**src/rtl/stoch_weight_pkg.sv**
```systemverilog
package stoch_weight_pkg;

    typedef enum logic {
        LEN_SHORT = 1'b0,
        LEN_FULL  = 1'b1
    } len_mode_e;

    typedef struct packed {
        logic      en;
        logic      up;
        len_mode_e mode;
    } cnt_ctrl_t;

    function automatic int unsigned step_of(len_mode_e m);
        return (m == LEN_FULL) ? 1 : 2;
    endfunction

endpackage

```
**src/rtl/sat_step_counter.sv**
```systemverilog
module sat_step_counter
    import stoch_weight_pkg::*;
#(
    parameter int W = 12
) (
    input  logic         clk,
    input  logic         rst,
    input  cnt_ctrl_t    ctrl,
    output logic [W-1:0] q
);
    localparam logic [W-1:0] MID  = W'(1) << (W - 1);
    localparam logic [W:0]   MAXV = {1'b0, {W{1'b1}}};

    logic [W:0] step;
    logic [W:0] cur;
    logic [W:0] nxt;

    always_comb begin
        step = (W+1)'(step_of(ctrl.mode));
        cur  = {1'b0, q};
        if (ctrl.up) begin
            if (cur > MAXV - step) nxt = MAXV;
            else                   nxt = cur + step;
        end else begin
            if (cur < step) nxt = '0;
            else            nxt = cur - step;
        end
    end

    always_ff @(posedge clk) begin
        if (rst)          q <= MID;
        else if (ctrl.en) q <= nxt[W-1:0];
    end

endmodule

```
**src/rtl/stream_coder.sv**
```systemverilog
module stream_coder
    import stoch_weight_pkg::*;
#(
    parameter int W = 12
) (
    input  logic [W-1:0] val,
    input  logic [W-1:0] rnd,
    input  len_mode_e    mode,
    output logic         bit_o
);
    always_comb begin
        if (mode == LEN_FULL) bit_o = (val > rnd);
        else                  bit_o = (val[W-1:1] > rnd[W-1:1]);
    end
endmodule

```
**src/rtl/stoch_weight_cell.sv**
```systemverilog
module stoch_weight_cell
    import stoch_weight_pkg::*;
#(
    parameter int WGT_W = 12,
    parameter int MOM_W = 15
) (
    input  logic             clk,
    input  logic             rst,
    input  logic             learn_en,
    input  logic             len_sel,
    input  logic             upd_bit,
    input  logic [MOM_W-1:0] rnd_mom,
    input  logic [WGT_W-1:0] rnd_wgt,
    output logic             wgt_bit,
    output logic [WGT_W-1:0] wgt_val
);
    len_mode_e        mode;
    cnt_ctrl_t        mom_ctrl;
    cnt_ctrl_t        wgt_ctrl;
    logic [MOM_W-1:0] mom_q;
    logic             mom_bit;

    assign mode = len_mode_e'(len_sel);

    assign mom_ctrl = '{en: learn_en, up: upd_bit, mode: mode};
    assign wgt_ctrl = '{en: learn_en, up: mom_bit, mode: mode};

    sat_step_counter #(.W(MOM_W)) u_mom_cnt (
        .clk  (clk),
        .rst  (rst),
        .ctrl (mom_ctrl),
        .q    (mom_q)
    );

    stream_coder #(.W(MOM_W)) u_mom_coder (
        .val   (mom_q),
        .rnd   (rnd_mom),
        .mode  (mode),
        .bit_o (mom_bit)
    );

    sat_step_counter #(.W(WGT_W)) u_wgt_cnt (
        .clk  (clk),
        .rst  (rst),
        .ctrl (wgt_ctrl),
        .q    (wgt_val)
    );

    stream_coder #(.W(WGT_W)) u_wgt_coder (
        .val   (wgt_val),
        .rnd   (rnd_wgt),
        .mode  (mode),
        .bit_o (wgt_bit)
    );

endmodule

```
**config.mk**
```make
export PLATFORM = sky130hd
export DESIGN_NAME = stoch_weight_cell
export DESIGN_NICKNAME = d
export VERILOG_FILES = /design/src/rtl/stoch_weight_pkg.sv /design/src/rtl/sat_step_counter.sv /design/src/rtl/stream_coder.sv /design/src/rtl/stoch_weight_cell.sv
export SDC_FILE = /design/constraint.sdc
export NUM_CORES = 1
export LEC_CHECK = 0
export BUFFER_PORTS_ARGS = -buffer_cell sky130_fd_sc_hd__buf_4
export CORE_ASPECT_RATIO = 1.5
export CORE_UTILIZATION = 60
export DETAILED_ROUTE_END_ITERATION = 8
export HOLD_SLACK_MARGIN = 0.15
export PLACE_DENSITY = 0.94
export SLEW_MARGIN = 30
export SYNTH_ARGS = -nofsm -noshare
export SYNTH_HDL_FRONTEND = slang
export SYNTH_SLANG_ARGS = --single-unit
```
**constraint.sdc**
```tcl
create_clock -name clk -period 5.9 [get_ports clk]
set_clock_uncertainty 0.05 [all_clocks]
set_input_delay 1.18 -clock clk [delete_from_list [all_inputs] [get_ports clk]]
set_output_delay 1.18 -clock clk [all_outputs]
set_load 0.005 [all_outputs]
```
==> results of run 1 <==
power groups by stage:
stage               combinational (mW)  sequential [mW]  clock [mW]
floorplan                        0.218            0.219           0
global placement                 0.259            0.243           0
detailed placement               0.273            0.244           0
CTS                              0.275            0.240       0.117
global route                     0.313            0.246       0.128
finish                           0.281            0.242       0.116
cells by family (layout without fill, tap and decap cells):
kind of cell             Yosys count  after routing  share of synthesized area, %
AND/OR/NAND/NOR                  163            163                          25.9
flip-flops                        27             27                          16.5
XOR/XNOR                          11             11                          2.95
adder cells (fa/ha/maj)           43             43                          17.4
AO/OA/AOI/OAI                    119            119                          26.2
multiplexers                       5              5                          1.57
buffers and inverters             73             88                          9.42
worst max-delay path, stage by stage:
cell     delay, ns
buf_4         0.07
inv_1         0.03
ha_1          0.33
a21o_1        0.19
a21o_1        0.18
a21o_1        0.18
a21oi_1       0.22
o211a_1       0.17
a31oi_1       0.04
buf_4         0.14
Yosys cell counts, types with 6 or more instances:
master	instances	area [µm²]
a211oi_1	7	52.6
a21o_1	7	52.6
a21oi_1	23	115
a221oi_1	8	70.1
and3_1	8	50.1
clkbuf_1	25	93.8
dfxtp_1	27	541
ha_1	39	488
inv_1	38	143
nand2_1	33	124
nand3_1	21	105
nand4_1	7	43.8
nor2_1	36	135
nor3_1	18	90.1
o21ai_0	18	90.1
o31ai_1	8	60.1
or3_1	6	37.5
xor2_1	7	61.3
cell type report:
class / count / area [µm²]
Fill cell: 437 / 1600
Inverter: 39 / 146
Clock buffer: 3 / 41.3
Timing Repair Buffer: 45 / 338
Sequential cell: 27 / 541
Multi-Input combinational cell: 341 / 2450
Tap cell: 68 / 85.1
Clock inverter: 1 / 7.51
worst max-delay path by stage:
stage | slack, ns | depth (start not counted) | end
3_3_place_gp | 1.65 | 10 | u_mom_cnt.q[3]
5_1_grt | 1.86 | 10 | wgt_bit
4_1_cts | 1.95 | 10 | wgt_bit
2_1_floorplan | 2.29 | 8 | wgt_bit
3_5_place_dp | 1.89 | 10 | u_mom_cnt.q[3]
6_report | 1.95 | 10 | wgt_bit
layer usage:
| metal | wire length, µm | part of all wire, % | vias to the layer above |
|---|---|---|---|
| li1 | - | - | 1655 |
| met1 | 3300 | 38 | 1592 |
| met2 | 4490 | 51 | 189 |
| met3 | 583 | 6.7 | 40 |
| met4 | 395 | 4.5 | 0 |
| met5 | 0 | 0 | - |
state kept, by name, indices dropped and copies added (netlist names):
register / cells
u_mom_cnt.q: 15
u_wgt_cnt.q: 12
stage by stage:
stage | setup WS (ns) | instances
3_3_place_gp | 1.65 | 520
5_1_grt | 1.86 | 524
4_1_cts | 1.95 | 524
6_report | 1.95 | 524
2_1_floorplan | 2.29 | 441
3_5_place_dp | 1.89 | 520
==> summary.txt, run 1 <==
setup_tns - 0 ns
# rows - 32
postcts setup bufs - 0
FF-to-FF Start - u_mom_cnt.q[0]
failing checks - DRC
synth warn - 0
drt first pass iters - 7
CTS sink cnt - 27
final core occ - 69.3%
hold_sp - u_mom_cnt.q[0]
gr ovfl total - 0
overall routed net length - 8.77 mm
CTS buffer count - 3
Hold WS - 0.452 ns
HPWL Detailed - 6.40 mm
clock-pin transition on the worst setup and hold timing paths - 0.11 ns
starting density of the core - 62.8%
Max Clock Freq - 0.253 GHz
most common cell after layout, fill and taps aside - buf_4
asr flop ratio synth - 0%
GR met2 Demand/Resource - 56.0%
Antenna Nets Post-Route - 0
GR peak layer - met2
worst path required time - 4.67 ns
CP Class - input port to primary output
Hold Crit Class - flip-flop to flip-flop
Avg Synthesized Cell Area - 7.41 µm²
Worst EP arrival - 2.72 ns
worst reg2reg setup slack - 2.70 ns
DRC Markers - 1
Yosys reg bits - 27
Mapped Area - 0.00327 mm²
RSZ-0062 raised after global routing - false
combinational power share - 44.0%
CP startpoint kind - input port
fin nets - 532
total of max-cap violations - 0
Total Routing Usage GR - 31.3%
cell count after synthesis - 441
worst reg2reg path endpoint - u_mom_cnt.q[3]
height of the die - 92.4 µm
FF-to-FF path depth - 10
met1 usage - 33.5%
Area after DPL - 0.00355 mm²
number of global-route vias before repair - 3378
VDD IR-drop max - 90.1 µV
post-synth cell types - 70
GPL Wtd Cong - 0.961
CTS tree - built
sequential share of the synthesized area - 16.5%
final worst-path cycle share - 67.0%
commonest cells after routing, fill and taps aside - buf_4, ha_1, inv_1, nor2_1, nand2_1
drt initial violations - 363
Post-synth EDFFs - 0
diode count - 0
Clk pwr share - 18.2%
Worst-Skew Late Latency - 0.28 ns
grt met3 use - 3.69%
H-tree depth - 1
status - finished with violations
CP Capture Type - primary output
Most used DFF post-synth - dfxtp_1
crit path from - rnd_wgt[5]
Final Power - 0.638 mW
Switch Pwr - 0.260 mW
largest net degree at the start of global routing - 44
IO buf count - 44
CTS Root Cell - clkbuf_8
Seq pwr share - 37.9%
share of layout cells above drive strength 1 - 14.7%
leakage dissipation - 1.60 nW
end of the worst hold path - u_mom_cnt.q[0]
Max Root-Sink Buffers - 2
Pint - 0.378 mW
Slew Viols, Final - 0
post-CTS sizing - 0
fin area - 0.00361 mm²
cts hold-fix bufs - 0
crit path time final - 3.95 ns
Rel. slew slack - 38.1%
synthesis-to-layout area growth - 10.4%
Worst-Margin Slew - 0.926 ns
die width - 62.3 µm
Die Area - 0.00575 mm²
initial antenna violation count - 0
Worst Path Max Fanout - 3
Top Ports - 45
Hold Crit Depth - 2
Hold Violations, Final - 0
vias per cell - 6.63
final setup fails - 0
Core ar. - 0.00520 mm²
pwr dens - 177 mW/mm²
DR vias - 3476
Mapped Nets - 516
WL per Instance - 16.7 µm
first-pass GRT wire length - 14.8 mm
Sw Ratio - 40.7%
Power figures use the tool's default switching activity.
==> run 2, diff against run 1 <==
- CORE_UTILIZATION: 60 -> 59
- PLACE_DENSITY: 0.94 -> 0.93
- clock period: 5.9 -> 4 ns (I/O delays scaled with it)
==> run 2 against run 1 <==
Net effect: the flow now finishes without violations; via count is 0.35% lower; cell count rose by 1.3%; global-route usage rose by 0.10 points; sequential power rose by 47%; critical path depth unchanged; first-iteration DRC count up 11%; flip-flop and latch count unchanged; die area increased by 1.6%; largest cell class unchanged; critical endpoint is now u_mom_cnt.q[5]; final area is 0.66% higher.
==> summary.txt, run 2 (same netlist as run 1, synthesis figures left out) <==
crit path from - len_sel
initial antenna violation count - 0 (unchanged)
synthesis-to-layout area growth - 11.1%
overall routed net length - 8.74 mm (-0.31%)
CTS buffer count - 3 (unchanged)
FF-to-FF path depth - 10 (unchanged)
DP Worst Slack - 0.365 ns (-1.53 ns)
Critical Path Slowest Stage Cell - o31a_1
DR vias - 3464 (-0.35%)
# rows - 32 (unchanged)
Placed Cells - 527 (+1.3%)
first-pass GRT wire length - 15.0 mm (+1.8%)
share of layout cells above drive strength 1 - 14.9% (+0.21 points)
Top Ports - 45 (unchanged)
Worst-Skew Late Latency - 0.28 ns (about the same)
Hold Violations, Final - 0 (unchanged)
post-CTS sizing - 0 (unchanged)
Worst-Margin Slew - 0.817 ns (-0.108 ns)
gr ovfl total - 0 (unchanged)
end point of the critical path - u_mom_cnt.q[5]
worst-path cell chain - buf_4, ha_1, inv_1, fa_1, or3_1, or2_2, o31a_1, a221oi_2, a21boi_1, o32ai_1
number of global-route vias before repair - 3378 (unchanged)
height of the die - 93.1 µm (+0.83%)
VDD IR-drop max - 153 µV (+70%)
Hold Crit Class - flip-flop to flip-flop
most common cell after layout, fill and taps aside - buf_4
DRC Markers - 0 (-1)
CTS sink cnt - 27 (unchanged)
setup ws final - 0.643 ns (-1.31 ns)
drt first pass iters - 5 (-2)
FF-to-FF Start - u_mom_cnt.q[0]
max reg flops - 15 (unchanged)
drt initial violations - 403 (+11%)
setup_tns - 0 ns (unchanged)
pwr dens - 262 mW/mm² (+48%)
Slew Viols, Final - 0 (unchanged)
Die Area - 0.00584 mm² (+1.6%)
IO buf count - 44 (unchanged)
CP Capture Type - flip-flop
worst reg2reg path endpoint - u_mom_cnt.q[5]
CP startpoint kind - input port
Worst Path Max Fanout - 12 (+9)
commonest cells after routing, fill and taps aside - buf_4, ha_1, inv_1, nor2_1, nand2_1
Worst path depth - 10 (unchanged)
Rel. slew slack - 45.1% (+7.0 points)
total of max-cap violations - 0 (unchanged)
Layout Cells excl Fill - 531 (+1.3%)
Crit path max-delay family - compound AO/OA/AOI/OAI gates
starting density of the core - 62.3% (-0.48 points)
postcts setup bufs - 0 (unchanged)
vias per cell - 6.52 (-1.7%)
HPWL Detailed - 6.52 mm (+1.9%)
CP Class - input port to flip-flop
buffers plus inverters on the worst setup path - 2 (-1)
Worst EP arrival - 3.47 ns (+0.75 ns)
worst reg2reg setup slack - 0.84 ns (-1.86 ns)
crit path time final - 3.36 ns
clock-pin transition on the worst setup and hold timing paths - 0.11 ns (about the same)
CTS tree - built
cts hold-fix bufs - 0 (unchanged)
slowest stage delay, CP - 0.42 ns (+0.09 ns)
GPL Wtd Cong - 0.950 (-1.2%)
die width - 62.8 µm (+0.81%)
fin nets - 539 (+1.3%)
final setup fails - 0 (unchanged)
Core ar. - 0.00525 mm² (+0.77%)
RSZ-0062 raised after global routing - false
Max Clock Freq - 0.298 GHz
leakage dissipation - 1.63 nW (+1.8%)
worst path required time - 4.11 ns (-0.56 ns)
H-tree depth - 1 (unchanged)
diode count - 0 (unchanged)
fillers - 417 (-4.6%)
largest net degree at the start of global routing - 44 (unchanged)
WL per Instance - 16.5 µm (-1.6%)
status - finished, final reports clean
final worst-path cycle share - 83.9%
biggest regs - u_mom_cnt.q: 15 flops, u_wgt_cnt.q: 12 flops
Max Root-Sink Buffers - 2 (unchanged)
Antenna Nets Post-Route - 0 (unchanged)
Total Routing Usage GR - 31.4% (+0.10 points)
final core occ - 69.2% (-0.076 points)
largest reg by FF count - u_mom_cnt.q
CTS Root Cell - clkbuf_8
[run 2: cell types whose count changed in the layout (fill, tap and decap cells not counted), sizes merged]
cell / previous run / this run
buf: 45 / 52
[run 2: stage by stage]
step	power, mW	hold slack, ns	instance area (µm²)
floorplan	0.645	0.408	3270
global placement	0.754	0.433	3580
global route	1.01	0.493	3630
CTS	0.940	0.458	3630
finish	0.950	0.458	3630
detailed placement	0.773	0.443	3580
[run 2: cell type report]
type                       instances  area [µm²]  share of cell area [%]
sequential                        27         541                    14.9
inverter                          39         146                    4.03
multi-input combinational        341        2420                    66.6
clock inverter                     1        7.51                   0.207
clock buffer                       3        41.3                    1.14
timing repair buffer              52         390                    10.8
tap                               68        85.1                    2.34
[run 2: worst min path at each step]
stage,endpoint,cells after the start,from
after floorplan,u_mom_cnt.q[0],2,u_mom_cnt.q[0]
after detailed placement,u_mom_cnt.q[0],2,u_mom_cnt.q[0]
final,u_mom_cnt.q[0],2,u_mom_cnt.q[0]
after CTS,u_mom_cnt.q[0],2,u_mom_cnt.q[0]
after global routing,u_mom_cnt.q[0],2,u_mom_cnt.q[0]
after global placement,u_mom_cnt.q[0],2,u_mom_cnt.q[0]
[run 2: layer usage]
layer	wire [µm]	vias to the layer above	track usage (%)
li1	-	1670	-
met1	3380	1592	34.3
met2	4470	160	56.8
met3	429	42	2.80
met4	466	0	21.1
met5	0	-	0
[run 2: worst register-to-register path, cell delays in order, from the launching register on]
cell      delay (ns)
dfxtp_1         0.35
inv_1           0.14
ha_1            0.21
inv_1           0.06
fa_1            0.39
or3_1           0.39
or2_2           0.39
o31a_1          0.42
a221oi_2        0.35
a21boi_1        0.20
o32ai_1         0.09
[run 2: report_power, final]
part	total, mW	leakage (nW)	switching, mW	internal (mW)
combinational	0.423	1.38	0.220	0.203
clock	0.171	0.0217	0.100	0.0710
sequential	0.356	0.222	0.0625	0.293
